File: src/rtl/status_pkt_pkg.sv
package status_pkt_pkg;
  localparam int PAYLOAD_W = 26;
  localparam int BYTE_W    = 8;
  localparam int LOW_BITS  = 2;
  localparam int SEQ_W     = BYTE_W - LOW_BITS;
  localparam int PKT_BYTES = 2 + (PAYLOAD_W - LOW_BITS) / BYTE_W;
  localparam int PH_W      = $clog2(PKT_BYTES);

  typedef enum logic [1:0] {
    MODE_OFF  = 2'd0,
    MODE_ONCE = 2'd1,
    MODE_CHG  = 2'd2,
    MODE_RUN  = 2'd3
  } rep_mode_e;
endpackage

File: src/rtl/status_pkt_ctl.sv
module status_pkt_ctl
  import status_pkt_pkg::*;
(
  input  logic             clk_i,
  input  logic             rst_ni,
  input  logic             srst_i,
  input  logic             we_i,
  input  logic [BYTE_W-1:0] wd_i,
  input  logic             start_i,
  input  logic             done_i,
  output rep_mode_e        mode_o,
  output logic [SEQ_W-1:0] seq_o,
  output logic             once_pend_o
);
  rep_mode_e        mode_q;
  logic [SEQ_W-1:0] seq_q;
  logic             pend_q;

  always_ff @(posedge clk_i or negedge rst_ni) begin
    if (!rst_ni) begin
      mode_q <= MODE_OFF;
      seq_q  <= '0;
      pend_q <= 1'b0;
    end else if (srst_i) begin
      mode_q <= MODE_OFF;
      seq_q  <= '0;
      pend_q <= 1'b0;
    end else if (we_i) begin
      mode_q <= rep_mode_e'(wd_i[LOW_BITS-1:0]);
      seq_q  <= wd_i[BYTE_W-1:LOW_BITS];
      pend_q <= (wd_i[LOW_BITS-1:0] == MODE_ONCE);
    end else begin
      if (done_i)  seq_q  <= seq_q + 1'b1;
      if (start_i) pend_q <= 1'b0;
    end
  end

  assign mode_o      = mode_q;
  assign seq_o       = seq_q;
  assign once_pend_o = pend_q;

  AST_SEQ_STEP: assert property (@(posedge clk_i) disable iff (!rst_ni || srst_i)
    (done_i && !we_i) |=> (seq_q == $past(seq_q) + 1'b1));
  AST_WRITE_LOAD: assert property (@(posedge clk_i) disable iff (!rst_ni || srst_i)
    we_i |=> (seq_q == $past(wd_i[BYTE_W-1:LOW_BITS])));
endmodule

File: src/rtl/status_pkt_framer.sv
module status_pkt_framer
  import status_pkt_pkg::*;
#(
  parameter logic [BYTE_W-1:0] ADDR = 8'h20
) (
  input  logic                 clk_i,
  input  logic                 rst_ni,
  input  logic                 srst_i,
  input  logic                 want_i,
  input  logic                 ack_i,
  input  logic [PAYLOAD_W-1:0] payload_i,
  input  logic [SEQ_W-1:0]     seq_i,
  output logic                 rq_o,
  output logic                 start_o,
  output logic                 done_o,
  output logic [PAYLOAD_W-1:0] hold_o,
  output logic [BYTE_W-1:0]    ad_o
);
  logic [PH_W-1:0]      phase_q;
  logic [PAYLOAD_W-1:0] hold_q;
  logic [BYTE_W-1:0]    pkt_b [PKT_BYTES];
  logic                 idle;

  assign idle    = (phase_q == '0);
  assign rq_o    = idle && want_i;
  assign start_o = rq_o && ack_i;
  assign done_o  = (phase_q == PH_W'(PKT_BYTES-1));

  always_ff @(posedge clk_i or negedge rst_ni) begin
    if (!rst_ni) begin
      phase_q <= '0;
      hold_q  <= '0;
    end else if (srst_i) begin
      phase_q <= '0;
      hold_q  <= '0;
    end else if (start_o) begin
      phase_q <= PH_W'(1);
      hold_q  <= payload_i;
    end else if (!idle) begin
      phase_q <= done_o ? '0 : phase_q + 1'b1;
    end
  end

  assign pkt_b[0] = ADDR;
  assign pkt_b[1] = {seq_i, hold_q[LOW_BITS-1:0]};
  for (genvar k = 2; k < PKT_BYTES; k++) begin : g_data
    assign pkt_b[k] = hold_q[LOW_BITS + BYTE_W*(k-2) +: BYTE_W];
  end

  always_comb begin
    if (rq_o)      ad_o = pkt_b[0];
    else if (idle) ad_o = '0;
    else           ad_o = pkt_b[phase_q];
  end

  assign hold_o = hold_q;

  AST_RQ_DROP: assert property (@(posedge clk_i) disable iff (!rst_ni || srst_i)
    (rq_o && ack_i) |=> !rq_o);
  AST_LOW_BITS: assert property (@(posedge clk_i) disable iff (!rst_ni || srst_i)
    (rq_o && ack_i) |=> (ad_o[LOW_BITS-1:0] == $past(payload_i[LOW_BITS-1:0])));
  AST_PHASE_RANGE: assert property (@(posedge clk_i) disable iff (!rst_ni)
    phase_q < PH_W'(PKT_BYTES));
  AST_NO_STRAY_ACK: assert property (@(posedge clk_i) disable iff (!rst_ni || srst_i)
    (idle && !rq_o) |=> ($past(ad_o) == '0));
endmodule

File: src/rtl/status_pkt_ser.sv
module status_pkt_ser
  import status_pkt_pkg::*;
#(
  parameter logic [7:0] ADDR = 8'h20
) (
  input  logic        clk_i,
  input  logic        rst_ni,
  input  logic        srst_i,
  input  logic        ctl_we_i,
  input  logic [7:0]  ctl_wd_i,
  input  logic [25:0] payload_i,
  input  logic        ack_i,
  output logic        rq_o,
  output logic [7:0]  ad_o
);
  rep_mode_e            mode;
  logic [SEQ_W-1:0]     seq;
  logic                 once_pend;
  logic                 want, start, done;
  logic [PAYLOAD_W-1:0] hold;

  status_pkt_ctl u_ctl (
    .clk_i, .rst_ni, .srst_i,
    .we_i       (ctl_we_i),
    .wd_i       (ctl_wd_i),
    .start_i    (start),
    .done_i     (done),
    .mode_o     (mode),
    .seq_o      (seq),
    .once_pend_o(once_pend)
  );

  always_comb begin
    unique case (mode)
      MODE_ONCE: want = once_pend;
      MODE_CHG:  want = (payload_i != hold);
      MODE_RUN:  want = 1'b1;
      default:   want = 1'b0;
    endcase
  end

  status_pkt_framer #(.ADDR(ADDR)) u_framer (
    .clk_i, .rst_ni, .srst_i,
    .want_i   (want),
    .ack_i    (ack_i),
    .payload_i(payload_i),
    .seq_i    (seq),
    .rq_o     (rq_o),
    .start_o  (start),
    .done_o   (done),
    .hold_o   (hold),
    .ad_o     (ad_o)
  );

  AST_OFF_QUIET: assert property (@(posedge clk_i) disable iff (!rst_ni || srst_i)
    (mode == MODE_OFF) |-> !rq_o);
  AST_ONCE_SINGLE: assert property (@(posedge clk_i) disable iff (!rst_ni || srst_i)
    (mode == MODE_ONCE && start && !ctl_we_i) |=> !once_pend);
endmodule

File: config.mk
export PLATFORM = sky130hd
export DESIGN_NAME = status_pkt_ser
export DESIGN_NICKNAME = d
export VERILOG_FILES = /design/src/rtl/status_pkt_pkg.sv /design/src/rtl/status_pkt_ctl.sv /design/src/rtl/status_pkt_framer.sv /design/src/rtl/status_pkt_ser.sv
export SDC_FILE = /design/constraint.sdc
export NUM_CORES = 1
export LEC_CHECK = 0
export ABC_AREA = 1
export BUFFER_PORTS_ARGS = -buffer_cell sky130_fd_sc_hd__clkbuf_2
export CORE_UTILIZATION = 24
export DETAILED_ROUTE_END_ITERATION = 8
export SYNTH_ARGS = -nofsm -noshare
export SYNTH_HDL_FRONTEND = slang
export SYNTH_SLANG_ARGS = --single-unit
File: constraint.sdc
create_clock -name clk_i -period 2 [get_ports clk_i]
set_input_delay 0 -clock clk_i [delete_from_list [all_inputs] [get_ports clk_i]]
set_output_delay 0 -clock clk_i [all_outputs]
set_load 0.005 [all_outputs]
; Word-level counts from Yosys, hierarchy flattened
; Cells that the tools add are included.
[word_totals]
register_bits = 38
latchBits = 0
mem_bits_rw = 0
rom_bits = 0
input_bits = 39
out_inout_bits = 9
elab_cells = 43
mem_count = 0
[op_classes]
add_sub_neg = 2
mul = 0
div = 0
order_cmp = 1
eq_ne = 7
shifts = 0
muxes = 20
bitwise = 1
reduce_logical = 7
[ops]
columns = op, n
row1 = 26-bit 2-to-1 mux, 2
row2 = 8-bit 2-to-1 mux, 4
row3 = 26-bit inequality test, 1
row4 = 8-bit binary-select mux with 3-bit select, 1
row5 = 6-bit 2-to-1 mux, 3
row6 = 3-bit 2-to-1 mux, 4
row7 = "6-bit by 1-bit adder with 6-bit output, second input constant", 1
row8 = 3-bit nonzero test, 2
row9 = "2-bit by 1-bit == test with 1-bit output, second input constant", 2
row10 = "2-bit == test, second input constant", 2
row11 = "4-bit >= comparator, second input constant", 1
row12 = 2-bit 2-to-1 mux, 2
row13 = 3-bit inverter with 4-bit output, 1
row14 = 2-bit nonzero test, 2
row15 = "3-bit by 1-bit adder with 3-bit output, second input constant", 1
row16 = "3-bit == test, second input constant", 1
row17 = 3-bit logical NOT, 1
row18 = 1-bit 2-to-1 mux, 3
row19 = "3-bit inequality test, second input constant", 1
row20 = 1-bit one-hot mux with 3 select lines, 1
row21 = 1-bit logical AND, 2

; Longest topological paths before layout
[depth]
word_depth = 7
depth_mapped = 13
mapped_depth_nobuf = 13

; Cells and area by module
; From an unflattened synthesis, not the netlist that was laid out.
[unflattened]
cells_unflattened = 408
hier_area_um2 = 2622.5
[by_module_without_submodules]
columns = mod, n_inst, cells_each, area_per_inst_um2, seq_area_each_um2
row1 = status_pkt_framer, 1, 212, 1575.3, 725.7
row2 = status_pkt_ctl, 1, 69, 526.8, 225.2
row3 = status_pkt_ser, 1, 127, 520.5, 0.0

; Worst setup path before layout
; OpenSTA, ideal clock, no wires.
[synth_path]
path_kind = flip-flop to flip-flop
start = register u_framer.phase_q[1]
end = register u_framer.hold_q[5] (netlist: u_framer.hold_o[5])
t_arrival_ps = 1738
required_time_ps = 1934
setup_slack_ps = 196
path_stages_with_launch = 12
path_buffers = 2
synth_period_minus_slack_ps = 1804
path_cell_list = dfrtp_1 -> clkbuf_1 -> inv_1 -> ha_1 -> inv_2 -> nor2_4 -> inv_2 -> a21oi_4 -> a21boi_4 -> buf_6 -> nand4_1 -> nand2_1
[synth_between]
elab_chain_cells = 4
[synth_lines]
columns = item, line_no
row1 = start: declaration, status_pkt_framer.sv:19  ; logic [PH_W-1:0] phase_q;
row2 = start signal: assignment, status_pkt_framer.sv:40  ; phase_q <= done_o ? '0 : phase_q + 1'b1;
row3 = 3-bit logical NOT, status_pkt_framer.sv:24  ; assign idle = (phase_q == '0);
row4 = 1-bit logical AND, status_pkt_framer.sv:25  ; assign rq_o = idle && want_i;
row5 = net rq_o, status_pkt_ser.sv:13  ; output logic rq_o,
row6 = 1-bit logical AND, status_pkt_framer.sv:26  ; assign start_o = rq_o && ack_i;
row7 = 2-bit nonzero test (no line), -
row8 = end signal: assignment, status_pkt_framer.sv:38  ; hold_q <= payload_i;
row9 = end: declaration, status_pkt_framer.sv:20  ; logic [PAYLOAD_W-1:0] hold_q;
; The timed path passes the listed nets, and every way through them passes these cells.
; A chain may end at the register's enable or synchronous reset.

; Final worst setup path
[layout_path]
start = register u_framer.hold_q[12] (netlist: u_framer.hold_o[12])
end = output ad_o[5]
[layout_between]
elab_chain_cells = 4
[layout_lines]
columns = item, line_no
row1 = 26-bit inequality test, status_pkt_ser.sv:36  ; MODE_CHG: want = (payload_i != hold);
row2 = 1-bit one-hot mux with 3 select lines, status_pkt_ser.sv:34  ; unique case (mode)
row3 = 1-bit logical AND, status_pkt_framer.sv:25
row4 = 8-bit 2-to-1 mux, status_pkt_framer.sv:51  ; if (rq_o) ad_o = pkt_b[0];
row5 = end: declaration, status_pkt_ser.sv:14  ; output logic [7:0] ad_o
; Every way passes these cells.

==> metrics.md <==
| Metric | Value |
|---|---|
| Vias per inst | `4.64` |
| Crit end category | `output port` |
| Maxcap violations | `0` |
| Tot Pwr | `2.51 mW` |
| Crit path max-delay family | `simple AND/OR/NAND/NOR gates` |
| Yosys warns | `0` |
| Slew Limit Fails | `0` |
| Row cnt | `37` |
| Leakage | `1.66 nW` |
| Most frequent cells in the layout | `92 x nand2_1, 47 x clkbuf_2, 39 x nand3_1` |
| Syn Area/Cell | `7.38 µm²` |
| Synth cell types | `34` |
| DRT Pass-1 Iters | `5` |
| Clk sinks | `38` |
| Pin count of the biggest net entering global routing | `58` |
| Worst-path clk slew | `0.08 ns` |
| Fillers | `1109` |
| Core area | `10400 µm²` |
| Input/output buffers | `47` |
| Cts bufs inserted | `5` |
| Clock Skew | `0.00765 ns` |
| Number of synthesized flops with an enable pin | `0` |
| Cells after DPL | `524` |
| CP max-delay cell | `dfrtp_1` |
| Commonest non-fill, non-tap cell in the layout | `nand2_1` |
| Critical path class | `register to output port` |
| Netlist Area Pre-Place | `2580 µm²` |
| Req. time, crit path | `2.00 ns` |
| DR DRC count | `0` |
| I/O pin count | `48` |
| Startpoint types | `register` |
| Arrival @ worst endpoint | `1.93 ns` |
| Synth Net Count | `392` |
| Die Width | `106 µm` |
| Outcome | `finished clean` |
| Vias | `2631` |
| Clock root cell | `clkbuf_8` |
| Share of cells above drive strength 1 | `19.5%` |
| Max Freq | `518 MHz` |
| GRT Resource Usage Total | `14.1%` |
| Peak supply drop | `0.306 mV` |
| Worst-Margin Slew | `0.563 ns` |
| Antenna violations before repair | `0` |
| Setup violations, final | `0` |
| Antenna cells | `0` |
| Yosys reg bits | `38` |
| Commonest register cell after synthesis | `dfrtp_1` |
| Die area | `11200 µm²` |
| Fin nets | `472` |
| WL per Instance | `13.5 µm` |
| Drt total wl | `7.64 mm` |
| Min Tclk post-route | `1.93 ns` |
| GP Congestion | `0.781` |
| CP cell instances | `xnor2_1, nand2_1, nor2_1, nand2_1, nor2_4, a21boi_4, buf_12, a21o_2, clkbuf_2` |
| CTS tree | `done` |
| Min-delay worst type | `primary input to register` |
| Max clock buf depth | `2` |
| Max-slew headroom | `62.5%` |
| Layout area overhead | `33.5%` |
| Final std cells w/o fill | `567` |
| Die Y | `106 µm` |
| Async S/R FF share, synth | `100%` |
| Clk Latency, worst-skew pair | `0.29 ns` |
| CP peak stage delay | `0.42 ns` |
| Most common cell on crit path | `nand2_1` |
| RSZ-0062 raised after global routing | `yes` |
| Grt ovf | `0` |
| Worst Path Max Fanout | `7` |
| CP Buf/Inv Count | `2` |
| Hpwl dp | `5.39 mm` |
| H-Tree Depth | `2` |
| Synth Instances | `350` |
| First-pass GRT wire length | `12.6 mm` |
| Register area share after synthesis | `36.8%` |
| Post-DRT Antenna Nets | `0` |
| Final hold violations | `0` |
| Power per cell area | `727 nW/µm²` |
| Iter 0 DRT Violations | `174` |
| Vias in the first global route | `2559` |
| Period utilisation layout | `96.4%` |
| Starting density of the core | `24.9%` |
==> cell usage after synthesis, types with 3 or more instances <==
| cell type | count | area [µm²] |
|---|---|---|
| a21oi_1 | 9 | 45.0 |
| nand2_1 | 92 | 345 |
| dfrtp_1 | 38 | 951 |
| xor2_1 | 3 | 26.3 |
| o32ai_1 | 3 | 26.3 |
| buf_6 | 5 | 56.3 |
| ha_1 | 3 | 37.5 |
| nand4_1 | 30 | 188 |
| buf_2 | 3 | 15.0 |
| nor2_1 | 17 | 63.8 |
| clkbuf_1 | 5 | 18.8 |
| buf_4 | 3 | 22.5 |
| o21ai_0 | 19 | 95.1 |
| a22oi_1 | 5 | 37.5 |
| nor2_4 | 3 | 33.8 |
| xnor2_1 | 15 | 131 |
| inv_2 | 3 | 11.3 |
| clkinv_1 | 6 | 22.5 |
| nand3_1 | 39 | 195 |
| inv_1 | 35 | 131 |
==> per-layer routing <==
metal	global-route usage [%]	part of all wire [%]	vias up	wire [µm]
met5	0	0	-	0
met4	3.47	1.0	0	78
met3	2.23	4.0	7	309
met2	23.5	49	57	3750
met1	18.9	46	1251	3500
li1	-	-	1316	-
==> per-stage QoR <==
step                      instance area [µm²]  util [%]  worst slack (ns)  setup TNS [ns]  hold WS (ns)
after floorplan                          2580         -             0.196               0        -0.296
after global placement                   2950      28.4             0.245               0       -0.0386
after detailed placement                 2950      28.4             0.206               0       -0.0446
after CTS                                3400      32.8            0.0132               0        0.0160
after global routing                     3450      33.2           -0.0170         -0.0170        0.0189
final                                    3450      33.2            0.0712               0        0.0108
==> report_power, final <==
part	switching, mW	leakage (nW)	internal [mW]	total, mW
combinational	0.467	1.07	0.331	0.798
sequential	0.0593	0.517	0.826	0.886
clock	0.291	0.0714	0.532	0.823
total	0.818	1.66	1.69	2.51
==> flip-flops by register name, summed over array words and instances, names as in the netlist <==
name               cells
u_framer.hold_o       26
u_ctl.seq_o            6
u_ctl.mode_o           2
u_ctl.once_pend_o      1
u_framer.phase_q       3
==> cells by family after synthesis <==
| group | synth area share (%) |
|---|---|
| adder cells (fa/ha/maj) | 1.45 |
| buffers and inverters | 11.4 |
| flip-flops | 36.8 |
| AND/OR/NAND/NOR | 33.4 |
| XOR/XNOR | 6.10 |
| AO/OA/AOI/OAI | 10.9 |
==> tightest hold or removal path, cell delays in order <==
cell and delay, ns:
clkbuf_2 0.08, nor2_1 0.10, o32ai_1 0.09
==> worst paths after layout <==
check / start / to / slack (ns) / cells past startpoint
min reg2reg: u_framer.hold_o[5] / u_framer.hold_o[5] / 0.54 / 2
min: ctl_wd_i[5] / u_ctl.seq_o[3] / 0.01 / 3
max reg2reg: u_framer.hold_o[12] / u_framer.phase_q[0] / 0.20 / 10
max in group asynchronous: rst_ni / u_ctl.mode_o[1] / 1.17 / 3
max: u_framer.hold_o[12] / ad_o[5] / 0.07 / 9
min in group asynchronous: rst_ni / u_framer.hold_o[18] / 0.17 / 2
==> final cells by class <==
type                            instances  area [µm²]  share of cell area [%]
Inverter                               44         165                    4.79
Sequential cell                        38         951                    27.6
Timing Repair Buffer                   92         678                    19.7
Clock inverter                          2        60.1                    1.74
Multi-Input combinational cell        249        1340                    38.9
Tap cell                              136         170                    4.94
Clock buffer                            6        82.6                    2.40
==> repair_timing <==
action,4_1_cts,5_1_grt
gates resized for setup,0,2
gates cloned,0,1
hold buffers,30,0
setup buffers,1,3
endpoints found under the setup margin,1,4
hold endpoints to repair,44,0
Power figures use the tool's default switching activity.
